<file path="config.mk">
export PLATFORM = sky130hd
export DESIGN_NAME = rootclk_mode_sel
export DESIGN_NICKNAME = d
export VERILOG_FILES = /design/src/rtl/rcs_pkg.sv /design/src/rtl/rcs_mode_latch.sv /design/src/rtl/rcs_div_chain.sv /design/src/rtl/rcs_pin_sync.sv /design/src/rtl/rootclk_mode_sel.sv
export SDC_FILE = /design/constraint.sdc
export NUM_CORES = 1
export LEC_CHECK = 0
export BUFFER_PORTS_ARGS = -buffer_cell sky130_fd_sc_hd__clkbuf_2
export CAP_MARGIN = 10
export CORE_MARGIN = 2
export CORE_UTILIZATION = 55
export DETAILED_ROUTE_END_ITERATION = 10
export HOLD_SLACK_MARGIN = 0.02
export PLACE_DENSITY = 0.85
export SLEW_MARGIN = 20
export SYNTH_ARGS = -nofsm -noshare
export SYNTH_HDL_FRONTEND = slang
export SYNTH_HIERARCHICAL = 1
export SYNTH_SLANG_ARGS = --single-unit
</file>
<file path="constraint.sdc">
create_clock -name clk -period 2.8 [get_ports clk]
set_input_delay 0 -clock clk [delete_from_list [all_inputs] [get_ports clk]]
set_output_delay 0 -clock clk [all_outputs]
set_load 0.01 [all_outputs]
</file>
<file path="src/rtl/rcs_pkg.sv">
// Shared types for the mode-pin root clock selector.
// Assumes: three strap pins, reference source encoded in two bits.
package rcs_pkg;
    localparam int MODE_W   = 3;
    localparam int SRC_W    = 2;
    localparam int STATUS_W = SRC_W + MODE_W;

    typedef enum logic [SRC_W-1:0] {
        REF_PIN   = 2'd0,
        REF_DIV1K = 2'd1,
        REF_DIV2K = 2'd2
    } ref_src_e;
endpackage

</file>
<file path="src/rtl/rcs_mode_latch.sv">
// Captures the strap pins while reset is held and decodes the source choice.
// Assumes: straps are stable for at least the final reset cycle.
module rcs_mode_latch
    import rcs_pkg::*;
(
    input  logic              clk,
    input  logic              rst_n,
    input  logic [MODE_W-1:0] mode_pins,
    output logic [MODE_W-1:0] mode_q,
    output ref_src_e          ref_src
);
    // Sample straps during reset, hold after release.
    always_ff @(posedge clk) begin
        if (!rst_n) mode_q <= mode_pins;
    end

    // Bit 2 picks divider vs pin; bit 1 then picks 1024 vs 2048.
    always_comb begin
        if (!mode_q[2])     ref_src = REF_PIN;
        else if (mode_q[1]) ref_src = REF_DIV2K;
        else                ref_src = REF_DIV1K;
    end

    // latched mode never moves while out of reset.
    assert_mode_hold_R2: assert property (@(posedge clk) disable iff (!rst_n)
        rst_n |=> $stable(mode_q));
endmodule

</file>
<file path="src/rtl/rcs_div_chain.sv">
// Halving stage plus two power-of-two pulse dividers, all as enables.
// Assumes: a synchronous active-low reset restarts all phases together.
module rcs_div_chain #(
    parameter int DIV_LOG2 = 10
) (
    input  logic clk,
    input  logic rst_n,
    output logic half_pulse,
    output logic div_a_pulse,
    output logic div_b_pulse
);
    localparam logic [DIV_LOG2-1:0] CNT_TOP = {DIV_LOG2{1'b1}};

    logic                half_q;
    logic [DIV_LOG2-1:0] cnt_a;
    logic [DIV_LOG2-1:0] cnt_b;

    // Halving stage toggles every input cycle.
    always_ff @(posedge clk) begin
        if (!rst_n) half_q <= 1'b0;
        else        half_q <= ~half_q;
    end

    // Direct divider counts every input cycle.
    always_ff @(posedge clk) begin
        if (!rst_n) cnt_a <= '0;
        else        cnt_a <= cnt_a + 1'b1;
    end

    // Cascaded divider counts only halving-stage pulses.
    always_ff @(posedge clk) begin
        if (!rst_n)      cnt_b <= '0;
        else if (half_q) cnt_b <= cnt_b + 1'b1;
    end

    assign half_pulse  = half_q;
    assign div_a_pulse = (cnt_a == CNT_TOP);
    assign div_b_pulse = half_q && (cnt_b == CNT_TOP);

    // cascaded pulse only ever lands on a halving-stage pulse.
    assert_cascade_aligned_R7: assert property (@(posedge clk) disable iff (!rst_n)
        div_b_pulse |=> !half_pulse);
endmodule

</file>
<file path="src/rtl/rcs_pin_sync.sv">
// Synchronises the slow pin and converts its rising edges to one-cycle ticks.
// Assumes: pin period spans many input cycles.
module rcs_pin_sync #(
    parameter int SYNC_STAGES = 2
) (
    input  logic clk,
    input  logic rst_n,
    input  logic pin_in,
    output logic tick
);
    logic [SYNC_STAGES:0] chain;

    // Shift the pin through the synchroniser plus one history flop.
    always_ff @(posedge clk) begin
        if (!rst_n) chain <= '0;
        else        chain <= {chain[SYNC_STAGES-1:0], pin_in};
    end

    assign tick = chain[SYNC_STAGES-1] & ~chain[SYNC_STAGES];
endmodule

</file>
<file path="src/rtl/rootclk_mode_sel.sv">
// Top: selects system rate and reference tick source from latched straps.
// Assumes: all outputs are enables used in the clk domain.
module rootclk_mode_sel
    import rcs_pkg::*;
#(
    parameter int DIV_LOG2    = 10,
    parameter int SYNC_STAGES = 2
) (
    input  logic                clk,
    input  logic                rst_n,
    input  logic [MODE_W-1:0]   mode_pins,
    input  logic                slow_pin,
    output logic                sys_en,
    output logic                ref_tick,
    output logic [STATUS_W-1:0] status
);
    logic [MODE_W-1:0] mode_q;
    ref_src_e          ref_src;
    logic              half_pulse, div_a_pulse, div_b_pulse, pin_tick;

    rcs_mode_latch u_latch (
        .clk(clk), .rst_n(rst_n), .mode_pins(mode_pins),
        .mode_q(mode_q), .ref_src(ref_src)
    );

    rcs_div_chain #(.DIV_LOG2(DIV_LOG2)) u_div (
        .clk(clk), .rst_n(rst_n), .half_pulse(half_pulse),
        .div_a_pulse(div_a_pulse), .div_b_pulse(div_b_pulse)
    );

    rcs_pin_sync #(.SYNC_STAGES(SYNC_STAGES)) u_sync (
        .clk(clk), .rst_n(rst_n), .pin_in(slow_pin), .tick(pin_tick)
    );

    // System enable: full rate or halving-stage pulses, silenced in reset.
    assign sys_en = rst_n & (mode_q[1] ? half_pulse : 1'b1);

    // Reference tick mux on the decoded source.
    always_comb begin
        unique case (ref_src)
            REF_DIV1K: ref_tick = rst_n & div_a_pulse;
            REF_DIV2K: ref_tick = rst_n & div_b_pulse;
            default:   ref_tick = rst_n & pin_tick;
        endcase
    end

    assign status = {ref_src, mode_q};

    // full-rate mode keeps the enable high.
    assert_full_rate_R3: assert property (@(posedge clk) disable iff (!rst_n)
        !mode_q[1] |-> sys_en);
    // half-rate enable never stays high two cycles running.
    assert_half_rate_R4: assert property (@(posedge clk) disable iff (!rst_n)
        (mode_q[1] && sys_en) |=> !sys_en);
    // every reference tick lasts one cycle.
    assert_tick_single_R5: assert property (@(posedge clk) disable iff (!rst_n)
        ref_tick |=> !ref_tick);
    // no strobes while reset is held.
    assert_quiet_reset_R1: assert property (@(posedge clk)
        !rst_n |-> (!sys_en && !ref_tick));
endmodule

</file>
==> results.py <==
metrics = {
    "clock_tree": {
        "htreeDepth": 1,
        "cts-buffers-inserted": 3,
        "clk_pin_slew_worst_paths_ns": 0.13,
        "cts_tree": "done",
        "cts-root-buf": "clkbuf_4",
        "ctsLongestPathBuffers": 2,
        "cts.sink_count": 27,
        "cts_setup_buffers": 0,
        "clk_latency_ns": 0.34,
    },
    "critical_path": {
        "crit_slowest_cell": "edfxtp_1",
        "critical_path_buf_inv_count": 2,
        "cp-start-kind": "flip-flop",
        "path_cells": "and2b_2 -> inv_1 -> ha_1 -> a221o_1 -> and3_1 -> clkbuf_2",
        "cp_max_fo": 4,
        "cp.required_ns": 2.80,
        "worstSetupStartpoint": "u_latch/mode_q[1]$_DFFE_PN_",
        "cpLargestDelayFamily": "flip-flops",
        "end_kind": "primary output",
        "path_class": "flip-flop to primary output",
        "worstReg2RegStart": "u_div/cnt_a[0]$_SDFF_PN0_",
        "crit_arrival_ns": 1.89,
        "max_stage_delay_ns": 0.45,
    },
    "routing": {
        "wl_per_cell_um": 13.5,
        "vias": 927,
        "wl_mm": 2.26,
        "drtIter0Drc": 32,
        "firstDrtPassIters": 4,
        "viasPerCell": 5.52,
        "ant_nets": 0,
        "drc": 0,
    },
    "die": {
        "core_um2": 1960,
        "fp.dieH_um": 49.8,
        "rows": 16,
        "initial_utilization_pct": 58.9,
        "dieWidth_um": 49.8,
        "io_pins": 13,
        "die-area_um2": 2480,
    },
    "synth": {
        "yosysSeqAreaShare_pct": 49.4,
        "synthMostInstantiatedCell": "dfxtp_1",
        "synth.top_cells.by_area": "dfxtp_1, edfxtp_1, ha_1",
        "yosys.area_share.xor_xnor_pct": 5.31,
        "synth_fa_ha_area_share_pct": 4.33,
        "synthMuxAreaShare_pct": 1.73,
        "synth_flop_cell": "dfxtp_1",
        "synth_edf_count": 3,
        "synthesis.area_um2": 1150,
        "synth-compound-area-share_pct": 10.2,
        "synth_nets": 131,
        "synth-simple-area-share_pct": 25.1,
        "synth_top_family_by_area": "simple AND/OR/NAND/NOR gates",
        "synthArstFlopShare_pct": 0,
        "yosysWarnings": 6,
        "synth_top_area_share_pct": 41.6,
        "synthTopCellsByCount": "dfxtp_1, nor2_1, a21oi_1",
        "synth_cells": 121,
        "synth_top_area_cell": "dfxtp_1",
        "synth.distinct_cells": 30,
        "avgSynthCellArea_um2": 9.54,
        "ys_seq_elements": 27,
    },
    "timing": {
        "fmax_ghz": 0.528,
        "slew_viol_final": 0,
        "fin_setup_tns_ns": 0,
        "worst_slack_ns": 0.907,
        "hold_ws_ns": 0.395,
        "finClkSkew_ns": 0.0189,
        "min_period_over_period_pct": 67.6,
        "period_minus_slack_ns": 1.89,
        "rsz0062_at_grt": "no",
        "tightest_slew_ns": 0.513,
        "relSlewSlack_pct": 65.6,
        "finalSetupViolCount": 0,
        "finalHoldViolCount": 0,
    },
    "power": {
        "p_seq_share_pct": 64.5,
        "leakagePower_uw": 0.000486,
        "power_frac_clock_pct": 26.4,
        "pwr-share-comb_pct": 9.1,
        "power_density_nw_per_um2": 487,
        "vdd_drop_max_uv": 404,
        "switching_share_pct": 24.1,
        "switchingPower_uw": 155,
        "p_int_uw": 490,
        "power_uw": 646,
    },
    "global_route": {
        "grt_max_degree": 20,
        "antenna_found_initial": 0,
        "grt_pass1_vias": 898,
        "grt_usage_pct": 20.6,
        "overflow": 0,
        "grt_pass1_wl_mm": 3.82,
    },
    "placement": {
        "placed_area_um2": 1240,
        "place_congestion": 0.756,
        "pre_cts_ws_ns": 1.30,
        "dp_hpwl_mm": 1.53,
        "port_buffers": 12,
    },
    "final_layout": {
        "drive_gt1_share_pct": 14.9,
        "syn_to_final_growth_pct": 14.8,
        "multi_input_area_um2": 539,
        "layout.nets": 152,
        "seqCellArea_um2": 571,
        "fillerInstances": 172,
        "design_area_um2": 1330,
        "diodes": 0,
    },
    "hold_path": {
        "hp-class": "input pin to flip-flop",
        "hold_start": "mode_pins[2]",
    },
    "flow_run": {
        "max_cap_violations": 0,
    },
    "run_status": {
        "outcome": "finished, final reports clean",
    },
}
-- path summary, 6_finish.rpt --
path / to / slack (ns) / cells past startpoint
max: ref_tick / 0.91 / 6
max reg2reg: u_div/cnt_a[8]$_SDFF_PN0_ / 1.29 / 4
min: u_latch/mode_q[2]$_DFFE_PN_ / 0.39 / 2
min reg2reg: u_sync/chain[1]$_SDFF_PN0_ / 0.46 / 1
-- registers in the layout, indices dropped and copies added, names as in the netlist --
register and count:
u_div/cnt_b 10, u_div/cnt_a 10, u_div/half_pulse 1, u_latch/mode_q 3, u_sync/chain 3
-- power groups by stage --
| stage | combinational [uW] | clock [uW] | sequential (uW) |
|---|---|---|---|
| 2_1_floorplan | 35.2 | 0 | 422 |
| 3_3_place_gp | 48.5 | 0 | 423 |
| 3_5_place_dp | 51.3 | 0 | 425 |
| 4_1_cts | 58.1 | 176 | 416 |
| 5_1_grt | 66.1 | 189 | 418 |
| 6_report | 58.6 | 171 | 416 |
-- stage by stage --
| stage | cells | utilization [%] |
|---|---|---|
| floorplan | 121 | - |
| global placement | 158 | 63.1 |
| detailed placement | 158 | 63.1 |
| CTS | 168 | 67.6 |
| global route | 168 | 67.6 |
| finish | 168 | 67.6 |
-- layer usage --
metal / up-vias / GRT usage [%] / wire length, um
li1: 471 / - / -
met1: 437 / 22.1 / 913
met2: 16 / 39.1 / 1260
met3: 3 / 5.45 / 65
met4: 0 / 5.56 / 19
met5: - / 0 / 0
-- cells in the final DEF (no fill, tap or decap), types with 2 or more instances in the layout --
master,n
dfxtp_1,24
clkbuf_2,12
nor2_1,10
a21oi_1,9
inv_1,8
nand2_1,8
dlygate4sd3_1,6
nand3_1,6
o21ai_0,5
xor2_1,5
ha_1,4
nand4_1,4
o31ai_1,4
or4_1,4
or3_1,4
and2_1,4
clkbuf_4,3
nor4_1,3
edfxtp_1,3
xnor2_1,2
mux2i_1,2
-- cell families (layout without fill, tap and decap cells) --
kind of cell | Yosys count | in the layout
buffers and inverters | 11 | 31
AND/OR/NAND/NOR | 50 | 50
flip-flops | 27 | 27
AO/OA/AOI/OAI | 20 | 20
XOR/XNOR | 7 | 7
adder cells (fa/ha/maj) | 4 | 4
multiplexers | 2 | 2
-- layout make-up --
| class | instances | share of cell area, % |
|---|---|---|
| clock buffers | 3 | 1.70 |
| repair buffers | 18 | 9.06 |
| clock inverters | 1 | 0.472 |
| flip-flops and latches | 27 | 43.0 |
| multi-input cells | 83 | 40.7 |
| inverters | 9 | 2.55 |
| well taps | 27 | 2.55 |
-- repair_timing --
action                                 4_1_cts  5_1_grt
hold buffers                                 6        0
resized for setup                            0        0
endpoints found under the hold margin        8        0
Note: power is estimated with default switching activity, not from simulation.
